File: config.mk
export PLATFORM = sky130hd
export DESIGN_NAME = trie_lookup_engine
export DESIGN_NICKNAME = d
export VERILOG_FILES = /design/src/rtl/trie_pkg.sv /design/src/rtl/trie_node_ram.sv /design/src/rtl/local_addr_match.sv /design/src/rtl/trie_lookup_engine.sv
export SDC_FILE = /design/constraint.sdc
export NUM_CORES = 2
export LEC_CHECK = 0
export CAP_MARGIN = 20
export CORE_MARGIN = 2
export CORE_UTILIZATION = 30
export CTS_BUF_LIST = sky130_fd_sc_hd__clkbuf_16
export DETAILED_ROUTE_END_ITERATION = 8
export PLACE_DENSITY_LB_ADDON = 0.12
export RECOVER_POWER = 25
export REMOVE_ABC_BUFFERS = 1
export SETUP_SLACK_MARGIN = 0.1
export SLEW_MARGIN = 20
export SYNTH_ARGS = -nofsm -noshare
export SYNTH_HDL_FRONTEND = slang
export SYNTH_SLANG_ARGS = --single-unit
File: constraint.sdc
create_clock -name clk -period 6.4 [get_ports clk]
set_input_delay 1.28 -clock clk [delete_from_list [all_inputs] [get_ports clk]]
set_output_delay 1.28 -clock clk [all_outputs]
set_load 0.02 [all_outputs]
File: src/rtl/trie_pkg.sv
package trie_pkg;
    typedef enum logic [2:0] {
        ST_IDLE,
        ST_LCHK,
        ST_READ,
        ST_EVAL,
        ST_DONE
    } walk_st_e;
endpackage

File: src/rtl/trie_node_ram.sv
module trie_node_ram #(
    parameter int DEPTH_LOG2 = 6,
    parameter int WORD_W     = 23
) (
    input  logic                  clk,
    input  logic                  wr_en,
    input  logic [DEPTH_LOG2-1:0] wr_addr,
    input  logic [WORD_W-1:0]     wr_data,
    input  logic                  rd_en,
    input  logic [DEPTH_LOG2-1:0] rd_addr,
    output logic [WORD_W-1:0]     rd_data
);
    localparam int ENTRIES = 1 << DEPTH_LOG2;

    logic [WORD_W-1:0] mem_q [ENTRIES];

    always_ff @(posedge clk) begin
        if (wr_en) mem_q[wr_addr] <= wr_data;
        if (rd_en) rd_data <= mem_q[rd_addr];
    end
endmodule

File: src/rtl/local_addr_match.sv
module local_addr_match #(
    parameter int ADDR_W  = 32,
    parameter int ENTRIES = 4,
    localparam int IDX_W  = $clog2(ENTRIES)
) (
    input  logic              clk,
    input  logic              rst_n,
    input  logic              wr_en,
    input  logic [IDX_W-1:0]  wr_idx,
    input  logic              wr_valid,
    input  logic [ADDR_W-1:0] wr_addr,
    input  logic [ADDR_W-1:0] probe_addr,
    output logic              hit
);
    logic [ADDR_W-1:0]  tab_q [ENTRIES];
    logic [ENTRIES-1:0] val_q;
    logic [ENTRIES-1:0] hit_vec;

    for (genvar i = 0; i < ENTRIES; i++) begin : g_ent
        always_ff @(posedge clk) begin
            if (!rst_n) begin
                val_q[i] <= 1'b0;
                tab_q[i] <= '0;
            end else if (wr_en && wr_idx == IDX_W'(i)) begin
                val_q[i] <= wr_valid;
                tab_q[i] <= wr_addr;
            end
        end
        assign hit_vec[i] = val_q[i] && (tab_q[i] == probe_addr);
    end

    assign hit = |hit_vec;

    // a match is only possible when some entry is marked valid
    p_hit_needs_valid_r5: assert property (@(posedge clk) disable iff (!rst_n)
        hit |-> (val_q != '0));
endmodule

File: src/rtl/trie_lookup_engine.sv
module trie_lookup_engine
    import trie_pkg::*;
#(
    parameter int ADDR_W  = 32,
    parameter int PTR_W   = 6,
    parameter int NH_W    = 8,
    parameter int LOCAL_N = 4
) (
    input  logic                       clk,
    input  logic                       rst_n,
    input  logic                       req_valid,
    output logic                       req_ready,
    input  logic [ADDR_W-1:0]          req_addr,
    output logic                       res_valid,
    input  logic                       res_ready,
    output logic [NH_W-1:0]            res_nh,
    output logic                       res_local,
    output logic                       res_default,
    output logic                       cfg_ready,
    input  logic                       cfg_node_we,
    input  logic [PTR_W-1:0]           cfg_node_idx,
    input  logic [2*PTR_W+NH_W+2:0]    cfg_node_word,
    input  logic                       cfg_local_we,
    input  logic [$clog2(LOCAL_N)-1:0] cfg_local_idx,
    input  logic                       cfg_local_valid,
    input  logic [ADDR_W-1:0]          cfg_local_addr,
    input  logic                       cfg_dflt_we,
    input  logic [NH_W-1:0]            cfg_dflt_nh
);
    localparam int NODE_W  = 2 * PTR_W + NH_W + 3;
    localparam int DEPTH_W = $clog2(ADDR_W + 1);
    localparam int MAX_LAT = 2 * ADDR_W + 3;
    localparam int LAT_W   = $clog2(MAX_LAT + 2);

    typedef struct packed {
        logic             has_pfx;
        logic [NH_W-1:0]  nh;
        logic             r_ok;
        logic [PTR_W-1:0] r_ptr;
        logic             l_ok;
        logic [PTR_W-1:0] l_ptr;
    } node_t;

    typedef struct packed {
        walk_st_e           st;
        logic [ADDR_W-1:0]  addr;
        logic [DEPTH_W-1:0] depth;
        logic [PTR_W-1:0]   ptr;
        logic [NH_W-1:0]    best;
        logic               found;
        logic [NH_W-1:0]    dflt;
        logic [NH_W-1:0]    r_nh;
        logic               r_local;
        logic               r_dflt;
    } regs_t;

    regs_t             d, q;
    logic              idle;
    logic              rd_en;
    logic [PTR_W-1:0]  rd_addr;
    logic [NODE_W-1:0] rd_word;
    logic              local_hit;

    assign idle = (q.st == ST_IDLE);

    trie_node_ram #(.DEPTH_LOG2(PTR_W), .WORD_W(NODE_W)) u_ram (
        .clk     (clk),
        .wr_en   (cfg_node_we && idle),
        .wr_addr (cfg_node_idx),
        .wr_data (cfg_node_word),
        .rd_en   (rd_en),
        .rd_addr (rd_addr),
        .rd_data (rd_word)
    );

    local_addr_match #(.ADDR_W(ADDR_W), .ENTRIES(LOCAL_N)) u_local (
        .clk        (clk),
        .rst_n      (rst_n),
        .wr_en      (cfg_local_we && idle),
        .wr_idx     (cfg_local_idx),
        .wr_valid   (cfg_local_valid),
        .wr_addr    (cfg_local_addr),
        .probe_addr (q.addr),
        .hit        (local_hit)
    );

    always_comb begin
        node_t            node;
        logic             found_n;
        logic [NH_W-1:0]  best_n;
        logic             child_ok;
        logic [PTR_W-1:0] child;

        d        = q;
        rd_en    = 1'b0;
        rd_addr  = q.ptr;
        node     = node_t'(rd_word);
        found_n  = q.found || node.has_pfx;
        best_n   = node.has_pfx ? node.nh : q.best;
        child_ok = q.addr[ADDR_W-1] ? node.r_ok  : node.l_ok;
        child    = q.addr[ADDR_W-1] ? node.r_ptr : node.l_ptr;

        if (cfg_dflt_we && idle) d.dflt = cfg_dflt_nh;

        case (q.st)
            ST_IDLE: begin
                if (req_valid) begin
                    d.st   = ST_LCHK;
                    d.addr = req_addr;
                end
            end
            ST_LCHK: begin
                if (local_hit) begin
                    d.r_nh    = '0;
                    d.r_local = 1'b1;
                    d.r_dflt  = 1'b0;
                    d.st      = ST_DONE;
                end else begin
                    rd_en   = 1'b1;
                    rd_addr = '0;
                    d.depth = '0;
                    d.found = 1'b0;
                    d.best  = '0;
                    d.st    = ST_EVAL;
                end
            end
            ST_READ: begin
                rd_en = 1'b1;
                d.st  = ST_EVAL;
            end
            ST_EVAL: begin
                if (q.depth != DEPTH_W'(ADDR_W) && child_ok) begin
                    d.ptr   = child;
                    d.depth = q.depth + 1'b1;
                    d.addr  = q.addr << 1;
                    d.found = found_n;
                    d.best  = best_n;
                    d.st    = ST_READ;
                end else begin
                    d.r_nh    = found_n ? best_n : q.dflt;
                    d.r_local = 1'b0;
                    d.r_dflt  = !found_n;
                    d.st      = ST_DONE;
                end
            end
            ST_DONE: begin
                if (res_ready) d.st = ST_IDLE;
            end
            default: d.st = ST_IDLE;
        endcase
    end

    always_ff @(posedge clk) begin
        if (!rst_n) begin
            q <= '{st: ST_IDLE, default: '0};
        end else begin
            q <= d;
        end
    end

    assign req_ready   = idle;
    assign cfg_ready   = idle;
    assign res_valid   = (q.st == ST_DONE);
    assign res_nh      = q.r_nh;
    assign res_local   = q.r_local;
    assign res_default = q.r_dflt;

    // Edge counter since acceptance, used only by the checks below
    logic [LAT_W-1:0] lat_q;
    always_ff @(posedge clk) begin
        if (!rst_n) lat_q <= '0;
        else if (req_valid && req_ready) lat_q <= LAT_W'(1);
        else if (q.st != ST_IDLE && q.st != ST_DONE) lat_q <= lat_q + 1'b1;
    end

    p_latency_bound_r7: assert property (@(posedge clk) disable iff (!rst_n)
        $rose(res_valid) |-> lat_q <= LAT_W'(MAX_LAT));
    p_depth_bound_r7: assert property (@(posedge clk) disable iff (!rst_n)
        q.depth <= DEPTH_W'(ADDR_W));
    p_local_fast_r4: assert property (@(posedge clk) disable iff (!rst_n)
        ($rose(res_valid) && res_local) |-> (lat_q == LAT_W'(2) && !res_default));
    p_one_in_flight_r8: assert property (@(posedge clk) disable iff (!rst_n)
        res_valid |-> !req_ready);
    p_hold_result_r8: assert property (@(posedge clk) disable iff (!rst_n)
        (res_valid && !res_ready) |=> (res_valid && $stable(res_nh)
                                       && $stable(res_local) && $stable(res_default)));
    p_no_cfg_busy_r9: assert property (@(posedge clk) disable iff (!rst_n)
        (!cfg_ready && cfg_dflt_we) |=> $stable(q.dflt));
endmodule

==> reports/metrics.yaml <==
setup_slack_ns: 1.18
synthFlopType: "edfxtp_1"
dp_cells: 7327
antenna_found_initial: 14
max_cap_violations: 36
clkSlewWorstSetupHoldPaths_ns: 0.06
period_minus_slack_ns: 5.22
final-max-slew-violation-count: 1311
power_mw: 25.9
regArea_mm2: 0.0503
power.density_mw_per_mm2: 319
max_slew_margin_pct: -213
grt_pass1_vias: 40281
yosysWarnings: 0
htree_levels: 4
cp.arrival_ns: 5.78
slowest_stage: "clkbuf_1"
die_area_mm2: 0.237
grt_max_degree: 80
hp-class: "flop to flop"
dpl_worst_slack_ns: 1.75
syn_to_final_growth_pct: 15.7
ir_worst_vdd_mv: 0.215
cts_max_path_buffers: 3
synth_area_mm2: 0.0700
worstPathCellList: "clkbuf_1 > clkbuf_1 > o31ai_4 > buf_4"
r2r-start: "q[47]$_SDFFE_PN0P_"
fin_nets: 4592
synth_edf_count: 1623
grt-ovfl-total: 0
min_from: "res_local$_SDFFE_PN0P_"
crit_required_ns: 6.96
via_per_inst: 5.25
multi_input_area_mm2: 0.0185
fillers: 22157
gp_congestion: 0.859
yosys.area.top_type_share_pct: 69.6
die_y_um: 487
clkLatencyLatePin_ns: 0.86
syn_area_per_cell_um2: 16.1
violations: "max-capacitance violations, max-slew violations"
wl_mm: 241
wl_per_cell_um: 31.4
rows: 177
ctsResizeCount: 0
fp.coreArea_mm2: 0.232
p_leak_nw: 25.4
drc: 0
place.detailed.hpwl_mm: 149
synth_cells: 4344
finalCritPeriodShare_pct: 81.6
worstHoldEndpoint: "res_local$_SDFFE_PN0P_"
worstPathMaxFanout: 78
max_freq_mhz: 192
drive_above_1_share_pct: 17.5
yosysMostFrequentCell: "edfxtp_1"
synth_common_cells: "edfxtp_1 (1623), nor2_1 (253), nand2_1 (213)"
synth_cell_type_count: 79
skew_ns: 0.0503
firstDrtPassIters: 5
dr_total_vias: 40333
instances_no_fill: 7680
start_util_pct: 30.1
postCtsHoldBufs: 0
yosysTopAreaCell: "edfxtp_1"
setup_viol: 0
die_x_um: 487
endpoint_kind: "flop"
port-buffer-count: 123
ys_ff_latch: 1701
holdPathStages: 2
first_iter_violations: 4047
post_cts_buffers: 0
fin_util_pct: 34.9
slowest_delay_ns: 3.28
clock_sinks: 1701
worst_pin_slew_ns: 4.70
io_pins: 124
numCtsBuffers: 192
postRouteAntennaNets: 0
cts_tree: "done"
grt_usage_pct: 19.9
regToRegEndpoint: "u_ram.rd_data[0]$_DFFE_PP_"
grt_pass1_wl_mm: 333
status: "finished, violations left"
grt_setup_unrepaired: "false"
ys_seq_area_share_pct: 71.8
hold_viol: 0
crit_path_start_kind: "input pin"
async_reset_ff_share_pct: 0
cpMostUsedCell: "clkbuf_1"
synth_top_cells_by_area: "edfxtp_1 (70%), mux4_2 (5.2%), mux2i_1 (2.8%), dfxtp_1 (2.2%), mux2_2 (1.5%)"
path_class: "input pin to flop"
reg2reg_depth: 8
r2r_setup_slack_ns: 1.54
cts-root-buf: "clkbuf_16"
-- critical path, delay by kind of cell --
kind	cells	cell delay (ns)
buffers and inverters	3	3.90
AO/OA/AOI/OAI	1	0.57
-- cells in the final DEF, fill, tap and decap left out, types with 73 or more instances in the layout --
cell type        instances
buf_4                  129
mux4_2                 162
dfxtp_1                 73
nand2_1                211
edfxtp_1              1623
clkdlybuf4s50_1         99
and2_1                 133
nand3_1                144
xor2_1                  89
mux2i_1                197
nor2_1                 183
clkbuf_16              193
o21ai_0                141
mux2_2                  93
a21oi_1                128
-- final cells by class --
cell class	count	area share (%)
multi-input cells	2293	22.8
repair buffers	279	2.87
clock inverters	153	1.47
clock buffers	193	5.96
flip-flops and latches	1701	62.1
inverters	12	0.0618
diodes	6	0.0185
well taps	3043	4.70
-- sequential cells by signal (all words and copies together), names as in the netlist --
signal	flops
u_ram.mem_q	1472
u_local.tab_q	128
q	64
u_ram.rd_data	23
res_nh	8
u_local.val_q	4
res_default	1
res_local	1
-- stage by stage --
step           TNS (ns)  hold WS [ns]  cell area (um^2)
6_report              0         0.445             81000
2_1_floorplan   -338.19         0.443             68500
3_5_place_dp          0         0.441             75100
3_3_place_gp          0         0.437             75100
5_1_grt               0         0.477             81000
4_1_cts               0         0.450             81100
-- kinds of logic after synthesis --
group	count (synthesis)	share of synthesized area, %
flip-flops	1701	71.8
XOR/XNOR	129	1.66
multiplexers	453	9.54
adder cells (fa/ha/maj)	2	0.0357
buffers and inverters	350	2.27
AND/OR/NAND/NOR	955	6.82
AO/OA/AOI/OAI	754	7.85
-- worst max path at each step --
stage	start	endpoint	slack, ns
5_1_grt	rst_n	u_local.tab_q[0][30]$_SDFFCE_PN0P_	0.91
3_3_place_gp	q[71]$_SDFFE_PN0P_	u_ram.rd_data[4]$_DFFE_PP_	1.65
3_5_place_dp	q[66]$_SDFFE_PN0P_	u_ram.rd_data[11]$_DFFE_PP_	1.75
4_1_cts	q[66]$_SDFFE_PN0P_	u_ram.rd_data[11]$_DFFE_PP_	1.72
2_1_floorplan	q[27]$_SDFFE_PN0P_	u_ram.rd_data[22]$_DFFE_PP_	-14.48
6_report	rst_n	u_local.tab_q[0][18]$_SDFFCE_PN0P_	1.18
-- per-layer routing --
| metal | global-route usage (%) | routed length [um] | vias up |
|---|---|---|---|
| met5 | 0 | 37 | - |
| li1 | - | - | 17419 |
| met3 | 2.90 | 12700 | 318 |
| met2 | 30.5 | 108000 | 1212 |
| met4 | 6.39 | 8000 | 6 |
| met1 | 29.0 | 112000 | 21378 |
-- report_power, final --
| group | leakage, nW | switching (mW) | total (mW) | internal (mW) |
|---|---|---|---|---|
| combinational | 6.78 | 1.80 | 2.51 | 0.717 |
| clock | 3.15 | 4.60 | 10.7 | 6.10 |
| sequential | 15.4 | 0.220 | 12.7 | 12.4 |
Note: power is estimated with default switching activity, not from simulation.
